<file path="config.mk">
export PLATFORM = sky130hd
export DESIGN_NAME = dram_refresh_pacer
export DESIGN_NICKNAME = d
export VERILOG_FILES = /design/src/rtl/dram_refresh_pacer.sv
export SDC_FILE = /design/constraint.sdc
export NUM_CORES = 1
export LEC_CHECK = 0
export ABC_AREA = 1
export BUFFER_PORTS_ARGS = -buffer_cell sky130_fd_sc_hd__buf_2
export CAP_MARGIN = 20
export CORE_AREA = 2 2 56 58
export DETAILED_ROUTE_END_ITERATION = 16
export DIE_AREA = 0 0 58 60
export PLACE_DENSITY = 0.77
export SYNTH_ARGS = -nofsm -noshare
export SYNTH_HDL_FRONTEND = slang
export SYNTH_SLANG_ARGS = --single-unit
</file>
<file path="constraint.sdc">
create_clock -name clk -period 1.6 [get_ports clk]
set_input_delay 0.16 -clock clk [delete_from_list [all_inputs] [get_ports clk]]
set_output_delay 0.16 -clock clk [all_outputs]
set_load 0.03 [all_outputs]
</file>
<file path="src/rtl/dram_refresh_pacer.sv">
module dram_refresh_pacer #(
  parameter int CLK_HZ         = 50_000_000,
  parameter bit LOW_POWER      = 1'b0,
  parameter int PAUSE_US       = 200,
  parameter int INIT_REFRESHES = 8,
  parameter int ROW_COUNT      = 2048,
  parameter int STD_WINDOW_MS  = 32,
  parameter int LP_WINDOW_MS   = 128,
  parameter int BACKLOG_W      = 3
) (
  input  logic clk,
  input  logic rst_n,
  input  logic refresh_ack,
  output logic refresh_req,
  output logic init_done,
  output logic backlog_err
);

  localparam int PAUSE_CYC    = (CLK_HZ / 1_000_000) * PAUSE_US;
  localparam int WINDOW_MS    = LOW_POWER ? LP_WINDOW_MS : STD_WINDOW_MS;
  localparam int INTERVAL_CYC = (CLK_HZ / 1000) * WINDOW_MS / ROW_COUNT;
  localparam int TMR_MAX      = (PAUSE_CYC > INTERVAL_CYC) ? PAUSE_CYC : INTERVAL_CYC;
  localparam int TMR_W        = $clog2(TMR_MAX + 1);
  localparam int INIT_W       = $clog2(INIT_REFRESHES + 1);
  localparam logic [BACKLOG_W-1:0] BL_FULL = {BACKLOG_W{1'b1}};

  typedef enum logic [1:0] {ST_PAUSE, ST_INIT, ST_RUN} phase_t;

  phase_t               phase;
  logic [TMR_W-1:0]     timer;
  logic [INIT_W-1:0]    init_cnt;
  logic [BACKLOG_W-1:0] backlog, backlog_nxt;

  wire pause_end = (phase == ST_PAUSE) && (timer == TMR_W'(PAUSE_CYC - 1));
  wire tick      = (phase == ST_RUN) && (timer == TMR_W'(INTERVAL_CYC - 1));
  wire init_last = (phase == ST_INIT) && refresh_ack &&
                   (init_cnt == INIT_W'(INIT_REFRESHES - 1));
  wire ack_take  = refresh_ack && (backlog != '0);

  assign refresh_req = (phase == ST_INIT) || ((phase == ST_RUN) && (backlog != '0));
  assign init_done   = (phase == ST_RUN);

  always_comb begin
    backlog_nxt = backlog;
    if (tick && !ack_take && backlog != BL_FULL) backlog_nxt = backlog + 1'b1;
    else if (!tick && ack_take)                  backlog_nxt = backlog - 1'b1;
  end

  always_ff @(posedge clk or negedge rst_n) begin
    if (!rst_n) begin
      phase <= ST_PAUSE;
      timer <= '0;
    end else begin
      case (phase)
        ST_PAUSE: begin
          timer <= pause_end ? '0 : timer + TMR_W'(1);
          if (pause_end) phase <= ST_INIT;
        end
        ST_INIT: begin
          timer <= '0;
          if (init_last) phase <= ST_RUN;
        end
        default: timer <= tick ? '0 : timer + TMR_W'(1);
      endcase
    end
  end

  always_ff @(posedge clk or negedge rst_n) begin
    if (!rst_n)                            init_cnt <= '0;
    else if (phase == ST_INIT && refresh_ack) init_cnt <= init_cnt + INIT_W'(1);
  end

  always_ff @(posedge clk or negedge rst_n) begin
    if (!rst_n) begin
      backlog     <= '0;
      backlog_err <= 1'b0;
    end else if (phase == ST_RUN) begin
      backlog <= backlog_nxt;
      if (backlog_nxt == BL_FULL) backlog_err <= 1'b1;
    end
  end

  AST_QUIET_PAUSE: assert property (@(posedge clk) disable iff (!rst_n)
    (phase == ST_PAUSE && !pause_end) |=> (!refresh_req && !init_done));
  AST_DONE_NEEDS_ACK: assert property (@(posedge clk) disable iff (!rst_n)
    $rose(init_done) |-> $past(refresh_ack));
  AST_TICK_RAISES_REQ: assert property (@(posedge clk) disable iff (!rst_n)
    (tick && !refresh_ack) |=> refresh_req);
  AST_BACKLOG_STEP: assert property (@(posedge clk) disable iff (!rst_n)
    (backlog != $past(backlog)) |->
      (backlog == $past(backlog) + 1'b1 || backlog == $past(backlog) - 1'b1));
  AST_FULL_HOLDS: assert property (@(posedge clk) disable iff (!rst_n)
    (init_done && backlog == BL_FULL && !refresh_ack) |=> (backlog == BL_FULL));
  AST_ERR_STICKY: assert property (@(posedge clk) disable iff (!rst_n)
    backlog_err |=> backlog_err);
  AST_DONE_HOLDS: assert property (@(posedge clk) disable iff (!rst_n)
    init_done |=> init_done);

endmodule

</file>
==> metrics.txt <==
run status finished, final reports clean; signed area change from the synthesized netlist to the final layout 23.19%; worst reg2reg path depth 7; warning count from the yosys run 0; number of buffer and inverter stages on the critical path 2; unrepaired setup endpoints after global routing yes; relative contribution of sequential cells to total power a little over a third; post-synth cell types 31; average size of a mapped cell about 8.3 um^2; relative contribution of the clock network to total power 10.6%; remaining global-route overflow 0; data required time at the worst endpoint 1.82 ns; Die Ht 60 um; final worst slack 0.008087 ns; CTS buffer count 3; worst slew pin tran around 0.55 ns; Clock transition at path regs between 0.1 and 0.15 ns; antenna fix cells 0; setup clock skew after layout roughly 0.0061 ns; register cell area after layout 603.1 um^2; Yosys reg bits 24; endpoint class of the critical path register; final setup fails 0; number of vias in the routed layout 1296; Setup WS pre-CTS -0.01089 ns; Detailed Place HPWL 2263 um; most used cells in the layout excluding fill and tap cells 26 x sky130_fd_sc_hd__nand2_1, 22 x sky130_fd_sc_hd__dfrtp_1, 21 x sky130_fd_sc_hd__buf_4; total power per unit cell area approximately 1400 nW/um^2; largest net degree at the start of global routing 25; library cell contributing the largest single delay on the critical path sky130_fd_sc_hd__dfrtp_1; wire length of the first global-routing pass 5154 um; worst reg2reg endpoint timer[6]$_DFF_PN0_; largest delay contributor family on the critical path simple AND/OR/NAND/NOR gates; final net count roughly 220; commonest non-fill, non-tap cell in the layout sky130_fd_sc_hd__nand2_1; fraction of power consumed by combinational cells a little over half; Worst path max stage delay around 0.45 ns; Max rail drop VDD 0.8932 mV; Hold Crit Start refresh_ack; clock tree buffer depth 2; clock tree from TritonCTS built; Rel. slew slack between 60% and 70%; crit path max fanout 7; H-Tree Level Count 1; startpoint-to-endpoint class of the critical path reg -> reg; Hold Path Class in -> reg; root buffer cell sky130_fd_sc_hd__clkbuf_4; switch share a little over two fifths; Worst Hold Slack around 0.18 ns; number of antenna violations at the first check in global routing 0; final count of hold timing violations 0; input/output buffers 5; cell depth of the worst hold path 3; cell internal power dissipation approximately 1.4 mW; fmax approximately 630 MHz; DRC violation total after the first TritonRoute iteration a little under 80; router iterations before antenna repair 4; via count of the first global-routing pass about 1200; global-route usage over all layers roughly a fifth; filler cell count in the final layout approximately 240; count of nets left with antenna violations after detail routing 0; type of origin of the critical path register; final critical path time including I/O delays and setup 1.592 ns; Critical path origin timer[0]$_DFF_PN0_; leak pwr ~0.84 nW; arrival time worst endpoint 1.81 ns; Syn Nets 186; floorplan die width 58 um; Max-cap violations 0; number of placed I/O pins 6; footprint of the multi-input gates approximately 860 um^2; post-detailed-route wirelength per cell ~14 um; R2R Setup Slk a little over 0.008 ns; via/cell ratio ~5.5; post-synthesis cell count 176; number of max-slew violations in the final report 0; core box area between 2000 and 3000 um^2; die footprint 3480 um^2; Endpoint, Worst Hold init_cnt[2]$_DFFE_PN0P_; clock tree sinks 24; Rows 20; mapped cell area 1468 um^2; total wirelength of the detailed-routed design roughly 3400 um; source-to-sink clock delay at the later pin of the worst-skew pair approximately 0.32 ns; post-route fraction of the period consumed by the critical path roughly 100%; switching component of the power between 1 and 1.5 mW; Placer Congestion 0.8942; total DRC errors in the routed layout 0; Seq/Total Area, Yosys around 40%; Cell Chain, Critical Path inv_1, ha_1, nand2_2, nor4_2, o21ai_4, inv_4, nor2_2; worst reg2reg startpoint timer[0]$_DFF_PN0_; ratio of cells with drive above 1 in the final layout about 40%; initial standard-cell utilization of the core roughly 51%; post-layout power around 2.5 mW
-- stage by stage --
step / area, um^2 / utilization [%] / std cells / setup TNS [ns]
floorplan: 1468 / - / 176 / 0
global placement: 1579 / 54.40 / 220 / 0
detailed placement: 1579 / 54.40 / 220 / -0.01089
CTS: 1623 / 55.91 / 225 / 0
global route: 1808 / 62.28 / 237 / -0.8134
finish: 1808 / 62.28 / 237 / 0
-- metal layers --
| metal | share of wire [%] | GRT usage, % |
|---|---|---|
| met5 | 0 | 0 |
| met4 | 1.2 | 8.970 |
| met3 | 4.3 | 2.165 |
| met2 | 51 | 32.95 |
| met1 | 43 | 25.76 |
-- registers in the layout, summed over array words and instances, names as in the netlist --
name / cells
backlog: 3
backlog_err: 1
init_cnt: 4
phase: 2
timer: 14
-- worst max path at each step --
stage	cells past startpoint	slack, ns	endpoint
floorplan	10	0.10	backlog_err$_DFFE_PN0P_
global placement	10	0.008	backlog_err$_DFFE_PN0P_
detailed placement	10	-0.01	backlog_err$_DFFE_PN0P_
CTS	6	0.009	refresh_req
global route	8	-0.10	timer[6]$_DFF_PN0_
finish	7	0.008	timer[6]$_DFF_PN0_
-- power by group through the flow --
stage | clock network (mW) | registers (mW) | logic, mW
global placement | 0 | 0.892 | 0.966
CTS | 0.271 | 0.886 | 1.03
finish | 0.270 | 0.912 | 1.37
detailed placement | 0 | 0.901 | 1.00
floorplan | 0 | 0.859 | 0.771
global route | 0.294 | 0.933 | 1.49
-- Yosys cell counts --
cell,number,area (um^2)
sky130_fd_sc_hd__a211oi_1,1,7.510
sky130_fd_sc_hd__a21boi_1,1,7.510
sky130_fd_sc_hd__a21oi_1,6,30.03
sky130_fd_sc_hd__a31o_2,1,8.760
sky130_fd_sc_hd__buf_4,1,7.510
sky130_fd_sc_hd__dfrtp_1,24,600.6
sky130_fd_sc_hd__ha_1,7,87.58
sky130_fd_sc_hd__inv_1,15,56.30
sky130_fd_sc_hd__inv_2,7,26.28
sky130_fd_sc_hd__mux2_2,1,11.26
sky130_fd_sc_hd__nand2_1,31,116.4
sky130_fd_sc_hd__nand2_2,4,25.02
sky130_fd_sc_hd__nand2_4,3,33.78
sky130_fd_sc_hd__nand3_1,10,50.05
sky130_fd_sc_hd__nand3_2,2,20.02
sky130_fd_sc_hd__nand3b_1,1,7.510
sky130_fd_sc_hd__nand4_1,5,31.28
sky130_fd_sc_hd__nor2_1,26,97.59
sky130_fd_sc_hd__nor2_2,3,18.77
sky130_fd_sc_hd__nor2_4,2,22.52
sky130_fd_sc_hd__nor2_8,1,20.02
sky130_fd_sc_hd__nor3_1,4,20.02
sky130_fd_sc_hd__nor3_2,1,10.01
sky130_fd_sc_hd__nor3b_1,1,7.510
sky130_fd_sc_hd__nor4_2,1,12.51
sky130_fd_sc_hd__o21ai_0,2,10.01
sky130_fd_sc_hd__o21ai_1,2,10.01
sky130_fd_sc_hd__o21ai_2,1,8.760
sky130_fd_sc_hd__or2_2,1,6.260
sky130_fd_sc_hd__xnor2_1,5,43.79
sky130_fd_sc_hd__xor2_1,6,52.55
-- cell type report --
type / count / share of cell area [%]
multi-input combinational: 129 / 47.75
clock buffer: 3 / 1.246
timing repair buffer: 26 / 10.38
tap: 33 / 2.284
sequential: 24 / 33.36
inverter: 22 / 4.983
-- worst register-to-register path: stages (launching register included) --
cell	delay (ns)
sky130_fd_sc_hd__dfrtp_1	0.45
sky130_fd_sc_hd__inv_1	0.08
sky130_fd_sc_hd__ha_1	0.17
sky130_fd_sc_hd__nand2_2	0.10
sky130_fd_sc_hd__nor4_2	0.39
sky130_fd_sc_hd__o21ai_4	0.12
sky130_fd_sc_hd__inv_4	0.13
sky130_fd_sc_hd__nor2_2	0.05
-- what timing repair did --
action                                 CTS  global route
endpoints found under the hold margin   24             0
gates resized for setup                  1            33
pin swaps                                0            17
setup endpoints to repair                3            16
setup buffers                            1            12
hold buffers                             1             0
-- logic make-up after synthesis --
logic type,after synthesis,synth area share [%]
and+or+nand+nor,96,34.02
DFF,24,40.92
buffers and inverters,23,6.138
AOI/OAI and AO/OA,14,5.627
xor gates and xnor gates,11,6.564
adders and majority gates,7,5.967
muxes,1,0.7672
Power figures use the tool's default switching activity.
